[src/rtl/mdu_pkg.sv]
package mdu_pkg;
  typedef enum logic [3:0] {
    OP_MULS  = 4'd0,
    OP_MULU  = 4'd1,
    OP_MADDS = 4'd2,
    OP_MADDU = 4'd3,
    OP_MSUBS = 4'd4,
    OP_MSUBU = 4'd5,
    OP_DIVS  = 4'd6,
    OP_DIVU  = 4'd7,
    OP_MTHI  = 4'd8,
    OP_MTLO  = 4'd9,
    OP_MFHI  = 4'd10,
    OP_MFLO  = 4'd11
  } mdu_op_e;

  function automatic logic op_is_div(mdu_op_e o);
    return (o == OP_DIVS) || (o == OP_DIVU);
  endfunction

  function automatic logic op_is_mf(mdu_op_e o);
    return (o == OP_MFHI) || (o == OP_MFLO);
  endfunction

  function automatic logic op_is_signed(mdu_op_e o);
    return (o == OP_MULS) || (o == OP_MADDS) || (o == OP_MSUBS) || (o == OP_DIVS);
  endfunction
endpackage

[src/rtl/mdu_acc_bank.sv]
module mdu_acc_bank #(
  parameter int W    = 32,
  parameter int NACC = 4
) (
  input  logic                    clk,
  input  logic                    rst_n,
  input  logic [$clog2(NACC)-1:0] rd_idx,
  output logic [W-1:0]            rd_hi,
  output logic [W-1:0]            rd_lo,
  input  logic                    wr_en,
  input  logic [$clog2(NACC)-1:0] wr_idx,
  input  logic                    wr_hi_en,
  input  logic                    wr_lo_en,
  input  logic [W-1:0]            wr_hi,
  input  logic [W-1:0]            wr_lo
);
  logic [W-1:0] hi_q [NACC];
  logic [W-1:0] lo_q [NACC];

  for (genvar g = 0; g < NACC; g++) begin : g_acc
    logic sel;
    assign sel = wr_en && (wr_idx == g[$clog2(NACC)-1:0]);
    always_ff @(posedge clk or negedge rst_n) begin
      if (!rst_n) begin
        hi_q[g] <= '0;
        lo_q[g] <= '0;
      end else begin
        if (sel && wr_hi_en) hi_q[g] <= wr_hi;
        if (sel && wr_lo_en) lo_q[g] <= wr_lo;
      end
    end
  end

  assign rd_hi = hi_q[rd_idx];
  assign rd_lo = lo_q[rd_idx];
endmodule

[src/rtl/mdu_mulacc.sv]
module mdu_mulacc
  import mdu_pkg::*;
#(
  parameter int W = 32
) (
  input  mdu_op_e      op,
  input  logic [W-1:0] a,
  input  logic [W-1:0] b,
  input  logic [W-1:0] cur_hi,
  input  logic [W-1:0] cur_lo,
  output logic         hi_en,
  output logic         lo_en,
  output logic [W-1:0] nxt_hi,
  output logic [W-1:0] nxt_lo
);
  localparam int PW = 2 * W;

  function automatic logic [PW-1:0] wide_mul(logic [W-1:0] x, logic [W-1:0] y, logic sgn);
    logic [PW-1:0] ex, ey;
    ex = sgn ? {{W{x[W-1]}}, x} : {{W{1'b0}}, x};
    ey = sgn ? {{W{y[W-1]}}, y} : {{W{1'b0}}, y};
    return ex * ey;
  endfunction

  logic [PW-1:0] prod, acc, res;

  always_comb begin
    prod  = wide_mul(a, b, op_is_signed(op));
    acc   = {cur_hi, cur_lo};
    res   = acc;
    hi_en = 1'b0;
    lo_en = 1'b0;
    unique case (op)
      OP_MULS, OP_MULU:   begin res = prod;        hi_en = 1'b1; lo_en = 1'b1; end
      OP_MADDS, OP_MADDU: begin res = acc + prod;  hi_en = 1'b1; lo_en = 1'b1; end
      OP_MSUBS, OP_MSUBU: begin res = acc - prod;  hi_en = 1'b1; lo_en = 1'b1; end
      OP_MTHI:            begin res = {a, cur_lo}; hi_en = 1'b1; end
      OP_MTLO:            begin res = {cur_hi, a}; lo_en = 1'b1; end
      default: ;
    endcase
    nxt_hi = res[PW-1:W];
    nxt_lo = res[W-1:0];
  end
endmodule

[src/rtl/mdu_divider.sv]
module mdu_divider #(
  parameter int W = 32
) (
  input  logic         clk,
  input  logic         rst_n,
  input  logic         launch,
  input  logic         sgn,
  input  logic [W-1:0] dividend,
  input  logic [W-1:0] divisor,
  output logic         busy,
  output logic         last,
  output logic [W-1:0] quot,
  output logic [W-1:0] rem
);
  localparam int CW = $clog2(W + 1);
  localparam logic [W-1:0] MOST_NEG = {1'b1, {(W-1){1'b0}}};

  function automatic logic [W-1:0] safe_divisor(logic [W-1:0] x, logic [W-1:0] y, logic s);
    if (y == '0) return W'(1);
    if (s && x == MOST_NEG && y == '1) return W'(1);
    return y;
  endfunction

  function automatic logic [W-1:0] magnitude(logic [W-1:0] x, logic s);
    return (s && x[W-1]) ? (~x + W'(1)) : x;
  endfunction

  logic          busy_q, nq_q, nr_q;
  logic [CW-1:0] cnt_q;
  logic [W-1:0]  rem_q, quo_q, dvs_q;
  logic [W-1:0]  fixed_b;
  logic [W:0]    shifted, trial;
  logic          fits;
  logic [W-1:0]  rem_n, quo_n;

  assign fixed_b = safe_divisor(dividend, divisor, sgn);
  assign shifted = {rem_q, quo_q[W-1]};
  assign trial   = shifted - {1'b0, dvs_q};
  assign fits    = !trial[W];
  assign rem_n   = fits ? trial[W-1:0] : shifted[W-1:0];
  assign quo_n   = {quo_q[W-2:0], fits};

  always_ff @(posedge clk or negedge rst_n) begin
    if (!rst_n) begin
      busy_q <= 1'b0;
      cnt_q  <= '0;
      rem_q  <= '0;
      quo_q  <= '0;
      dvs_q  <= '0;
      nq_q   <= 1'b0;
      nr_q   <= 1'b0;
    end else if (launch && !busy_q) begin
      busy_q <= 1'b1;
      cnt_q  <= CW'(W);
      rem_q  <= '0;
      quo_q  <= magnitude(dividend, sgn);
      dvs_q  <= magnitude(fixed_b, sgn);
      nq_q   <= sgn && (dividend[W-1] ^ fixed_b[W-1]);
      nr_q   <= sgn && dividend[W-1];
    end else if (busy_q) begin
      cnt_q <= cnt_q - CW'(1);
      rem_q <= rem_n;
      quo_q <= quo_n;
      if (last) busy_q <= 1'b0;
    end
  end

  assign busy = busy_q;
  assign last = busy_q && (cnt_q == CW'(1));
  assign quot = nq_q ? (~quo_n + W'(1)) : quo_n;
  assign rem  = nr_q ? (~rem_n + W'(1)) : rem_n;


  last_ends_busy_chk: assert property (@(posedge clk) disable iff (!rst_n)
    last |=> !busy_q);

  busy_holds_chk: assert property (@(posedge clk) disable iff (!rst_n)
    (busy_q && !last) |=> busy_q);

  launch_idle_chk: assert property (@(posedge clk) disable iff (!rst_n)
    (launch && !busy_q) |=> (busy_q && cnt_q == CW'(W)));
endmodule

[src/rtl/acc_mdu.sv]
module acc_mdu
  import mdu_pkg::*;
#(
  parameter int W    = 32,
  parameter int NACC = 4
) (
  input  logic                    clk,
  input  logic                    rst_n,
  input  logic                    start,
  input  logic [3:0]              op,
  input  logic [$clog2(NACC)-1:0] acc_idx,
  input  logic                    dsp_en,
  input  logic                    dst_zero,
  input  logic [W-1:0]            opa,
  input  logic [W-1:0]            opb,
  output logic                    busy,
  output logic                    done,
  output logic                    dsp_exc,
  output logic [W-1:0]            rd_val
);
  localparam int IW = $clog2(NACC);

  mdu_op_e op_e;
  logic    accept, is_div, is_mf, mf_nop, needs_chk, illegal, op_fire, div_launch;
  logic    div_busy, div_last;
  logic [W-1:0] dq, dr, cur_hi, cur_lo, m_hi, m_lo;
  logic    m_hi_en, m_lo_en;
  logic    bank_we, bank_hi_en, bank_lo_en;
  logic [IW-1:0] bank_idx;
  logic [W-1:0]  bank_hi, bank_lo;
  logic    done_q, exc_q;
  logic [W-1:0] rd_q;

  assign op_e       = mdu_op_e'(op);
  assign is_div     = op_is_div(op_e);
  assign is_mf      = op_is_mf(op_e);
  assign accept     = start && !div_busy;
  assign mf_nop     = is_mf && dst_zero;
  assign needs_chk  = !is_div && !mf_nop && (acc_idx != '0);
  assign illegal    = accept && needs_chk && !dsp_en;
  assign op_fire    = accept && !illegal && !is_div && !mf_nop;
  assign div_launch = accept && is_div;

  mdu_divider #(.W(W)) u_div (
    .clk(clk), .rst_n(rst_n), .launch(div_launch), .sgn(op_is_signed(op_e)),
    .dividend(opa), .divisor(opb), .busy(div_busy), .last(div_last),
    .quot(dq), .rem(dr)
  );

  mdu_mulacc #(.W(W)) u_mac (
    .op(op_e), .a(opa), .b(opb), .cur_hi(cur_hi), .cur_lo(cur_lo),
    .hi_en(m_hi_en), .lo_en(m_lo_en), .nxt_hi(m_hi), .nxt_lo(m_lo)
  );

  always_comb begin
    if (div_last) begin
      bank_we    = 1'b1;
      bank_idx   = '0;
      bank_hi_en = 1'b1;
      bank_lo_en = 1'b1;
      bank_hi    = dr;
      bank_lo    = dq;
    end else begin
      bank_we    = op_fire && (m_hi_en || m_lo_en);
      bank_idx   = acc_idx;
      bank_hi_en = m_hi_en;
      bank_lo_en = m_lo_en;
      bank_hi    = m_hi;
      bank_lo    = m_lo;
    end
  end

  mdu_acc_bank #(.W(W), .NACC(NACC)) u_bank (
    .clk(clk), .rst_n(rst_n), .rd_idx(acc_idx), .rd_hi(cur_hi), .rd_lo(cur_lo),
    .wr_en(bank_we), .wr_idx(bank_idx), .wr_hi_en(bank_hi_en), .wr_lo_en(bank_lo_en),
    .wr_hi(bank_hi), .wr_lo(bank_lo)
  );

  always_ff @(posedge clk or negedge rst_n) begin
    if (!rst_n) begin
      done_q <= 1'b0;
      exc_q  <= 1'b0;
      rd_q   <= '0;
    end else begin
      done_q <= (accept && !is_div) || div_last;
      exc_q  <= illegal;
      if (op_fire && is_mf) rd_q <= (op_e == OP_MFHI) ? cur_hi : cur_lo;
    end
  end

  assign busy    = div_busy;
  assign done    = done_q;
  assign dsp_exc = exc_q;
  assign rd_val  = rd_q;


  illegal_no_write_chk: assert property (@(posedge clk) disable iff (!rst_n)
    illegal |-> !bank_we);

  exc_with_done_chk: assert property (@(posedge clk) disable iff (!rst_n)
    exc_q |-> done_q);

  single_done_chk: assert property (@(posedge clk) disable iff (!rst_n)
    op_fire |=> done_q);

  div_no_exc_chk: assert property (@(posedge clk) disable iff (!rst_n)
    div_launch |=> !exc_q);

  busy_rd_stable_chk: assert property (@(posedge clk) disable iff (!rst_n)
    div_busy |=> $stable(rd_q));

  div_finish_chk: assert property (@(posedge clk) disable iff (!rst_n)
    div_last |=> (done_q && !div_busy));
endmodule

[config.mk]
export PLATFORM = sky130hd
export DESIGN_NAME = acc_mdu
export DESIGN_NICKNAME = d
export VERILOG_FILES = /design/src/rtl/mdu_pkg.sv /design/src/rtl/mdu_acc_bank.sv /design/src/rtl/mdu_mulacc.sv /design/src/rtl/mdu_divider.sv /design/src/rtl/acc_mdu.sv
export SDC_FILE = /design/constraint.sdc
export NUM_CORES = 2
export LEC_CHECK = 0
export ABC_AREA = 1
export BUFFER_PORTS_ARGS = -buffer_cell sky130_fd_sc_hd__buf_2
export CAP_MARGIN = 20
export CORE_MARGIN = 2
export CORE_UTILIZATION = 35
export DETAILED_ROUTE_END_ITERATION = 10
export HOLD_SLACK_MARGIN = 0.12
export SLEW_MARGIN = 30
export SYNTH_ARGS = -nofsm -noshare
export SYNTH_HDL_FRONTEND = slang
export SYNTH_SLANG_ARGS = --single-unit
[constraint.sdc]
create_clock -name clk -period 11.4 [get_ports clk]
set_input_delay 1.14 -clock clk [delete_from_list [all_inputs] [get_ports clk]]
set_output_delay 1.14 -clock clk [all_outputs]
set_load 0.05 [all_outputs]
==> flow_metrics.env <==
export IMPL_status="complete, but fails checks"
export IMPL_violations="setup timing"
export IMPL_num_rows=176
export IMPL_slowest_delay_ns=0.60
export IMPL_synth_edf_count=0
export IMPL_cp_max_fo=8
export IMPL_postCtsHoldBufs=0
export IMPL_fin_skew_ns=0.03760
export IMPL_worst_pin_slew_ns=1.137
export IMPL_grtUsageTotal_pct=28.32
export IMPL_multi_input_area_um2=63270
export IMPL_cts_tree="done"
export IMPL_post_route_util_pct=45.07
export IMPL_seq_area_um2=9884
export IMPL_layout_commonest_cell="nand2_1"
export IMPL_drive_above_1_share_pct=22.66
export IMPL_ios=110
export IMPL_cp_slowest_cell="fa_1"
export IMPL_final_hold_viol_count=0
export IMPL_vias_per_cell=4.975
export IMPL_layout_setup_ws_ns=-0.6551
export IMPL_wl_um=336900
export IMPL_finalSetupViolations=113
export IMPL_crit_arrival_ns=12.53
export IMPL_crit_family="adder cells"
export IMPL_syn_num_nets=12860
export IMPL_period_needed_ns=12.06
export IMPL_syn_instance_count=10960
export IMPL_synthFlopType="dfrtp_1"
export IMPL_dp_cells=15120
export IMPL_gp_congestion=1.045
export IMPL_grt_pass1_vias=77700
export IMPL_ys_seq_area_share_pct=12.20
export IMPL_relSlewSlack_pct=23.73
export IMPL_dieArea_um2=235400
export IMPL_setup_worst_path_class="in2reg"
export IMPL_ys_ff_latch=395
export IMPL_endpoint_kind="flip-flop"
export IMPL_grt_first_pass_wirelength_um=500000
export IMPL_async_flop_share_pct=100.0
export IMPL_slew_violations=0
export IMPL_clockBufferDepth=3
export IMPL_clkTransAtPathRegs_ns=0.06
export IMPL_cts_made_buffers=44
export IMPL_mostFrequentLayoutCells="2868 x nand2_1, 2538 x inv_1, 1549 x buf_4"
export IMPL_cp_start_kind="input pin"
export IMPL_num_vias=76700
export IMPL_syn_area_um2=81030
export IMPL_wl_per_cell_um=21.85
export IMPL_rsz0062_at_grt="yes"
export IMPL_clkSinkCount=395
export IMPL_drc=0
export IMPL_floorplan_initialDensity_pct=35.21
export IMPL_syn_area_per_cell_um2=7.394
export IMPL_ys_warn_count=0
export IMPL_cts_root_buf="clkbuf_16"
export IMPL_place_detailed_hpwl_um=278100
export IMPL_die_w_um=485.2
export IMPL_worst_path_buf_inv=17
export IMPL_grt_overflow_total=0
export IMPL_maxCapViolations=0
export IMPL_antenna_found_initial=12
export IMPL_core_um2=230100
export IMPL_nNetsFinal=14250
export IMPL_clock_fmax_mhz=82.95
export IMPL_area_growth_synth_to_final_pct=27.99
export IMPL_drt_iter0_drc=7188
export IMPL_ant_nets=0
export IMPL_synth_distinct_cells=66
export IMPL_instances_no_fill=15420
export IMPL_clkLatencyLatePin_ns=0.62
export IMPL_cp_common_cell="fa_1"
export IMPL_hold_class="reg2reg"
export IMPL_grt_max_degree=120
export IMPL_worstPathRequired_ns=11.88
export IMPL_die_h_um=485.2
export IMPL_io_buffer_count=109
export IMPL_fillCellCount=23110
export IMPL_min_period_over_period_pct=105.7
export IMPL_first_pass_iters=8
export IMPL_pre_cts_ws_ns=-1.942
export IMPL_htreeDepth=2
[flip-flops by register name (all words and copies together), names as in the netlist]
register and count:
u_bank.hi_q 128, done 1, u_div.busy 1, u_div.quo_q 32, u_bank.lo_q 128, u_div.dvs_q 32, rd_val 32, dsp_exc 1
u_div.nq_q 1, u_div.nr_q 1, u_div.rem_q 32, u_div.cnt_q 6
[timing repair]
item,4_1_cts,5_1_grt
hold endpoints to repair,0,0
resized for setup,631,522
setup endpoints to repair,160,185
cloned,8,6
setup buffers,129,74
pin swaps,207,156
[layer usage]
| metal | GRT usage (%) | part of all wire, % |
|---|---|---|
| met4 | 11.26 | 5.2 |
| met3 | 4.780 | 8.0 |
| met1 | 38.15 | 42 |
| met2 | 45.27 | 45 |
| met5 | 0 | 0.028 |
[cell families after synthesis]
logic type / count (synthesis) / share of synthesized area, %
simple gates: 4180 / 20.78
buf+inv: 3117 / 14.53
fa+ha+maj: 1830 / 41.47
compound gates: 1233 / 8.815
flops: 395 / 12.20
xor+xnor: 204 / 2.205
[Yosys cell counts, types with 16 or more instances]
master / instances / area (um^2)
a21o_1: 16 / 120.1
a21oi_1: 359 / 1797
a221oi_1: 23 / 201.4
a31oi_1: 37 / 231.5
buf_1: 97 / 364.1
buf_2: 27 / 135.1
clkbuf_1: 331 / 1242
dfrtp_1: 395 / 9884
fa_1: 1426 / 28550
ha_1: 404 / 5055
inv_1: 2636 / 9894
nand2_1: 3036 / 11400
nand2_2: 18 / 112.6
nand3_1: 275 / 1376
nand3b_1: 32 / 240.2
nand4_1: 65 / 406.6
nor2_1: 573 / 2151
nor3_1: 83 / 415.4
nor4_1: 24 / 150.1
o2111ai_1: 24 / 210.2
o211ai_1: 59 / 442.9
o21a_1: 53 / 397.9
o21ai_0: 470 / 2352
o21ai_1: 39 / 195.2
o21ai_2: 24 / 210.2
o21bai_1: 23 / 172.7
o22ai_1: 49 / 306.5
or2_2: 26 / 162.7
xnor2_1: 50 / 437.9
xor2_1: 154 / 1349
[path summary, 6_finish.rpt]
check / startpoint / endpoint / slack, ns / cells after the start
worst max-delay path: op[3] / u_bank.hi_q[125] / -0.66 / 54
worst min-delay path: u_bank.lo_q[65] / u_bank.lo_q[65] / 0.47 / 2
worst max register to register: u_div.quo_q[31] / u_bank.lo_q[126] / 5.17 / 32
worst min register to register: u_bank.lo_q[65] / u_bank.lo_q[65] / 0.47 / 2
max in group asynchronous: rst_n / u_bank.lo_q[52] / 8.76 / 4
min in group asynchronous: rst_n / u_bank.hi_q[28] / 0.48 / 1
[metrics by stage]
step | hold slack, ns | setup TNS, ns | area (um^2)
3_5_place_dp | 0.4530 | -216.78 | 95960
2_1_floorplan | 0.4341 | 0 | 81110
3_3_place_gp | 0.4502 | -210.66 | 95940
6_report | 0.4654 | -25.32 | 103700
5_1_grt | 0.4918 | -79.11 | 103700
4_1_cts | 0.4677 | -12.94 | 101100
[worst register-to-register path: cells and delay by family (launching register included)]
| family | cells | cell delay, ns |
|---|---|---|
| DFF | 1 | 0.37 |
| adders and majority gates | 3 | 0.76 |
| and+or+nand+nor | 13 | 2.18 |
| buffers and inverters | 8 | 0.87 |
| AOI/OAI and AO/OA | 8 | 1.92 |
[area by class of cell]
cell class	count	share of cell area, %
Antenna cell	9	0.02172
Sequential cell	395	9.531
Clock inverter	17	0.1834
Timing Repair Buffer	1805	14.76
Inverter	2656	9.639
Tap cell	3026	3.651
Multi-Input combinational cell	7447	61.01
Clock buffer	61	1.202
Power is not shown: default switching activity piles up to over one toggle a cycle in this logic, so the estimate is an artifact.
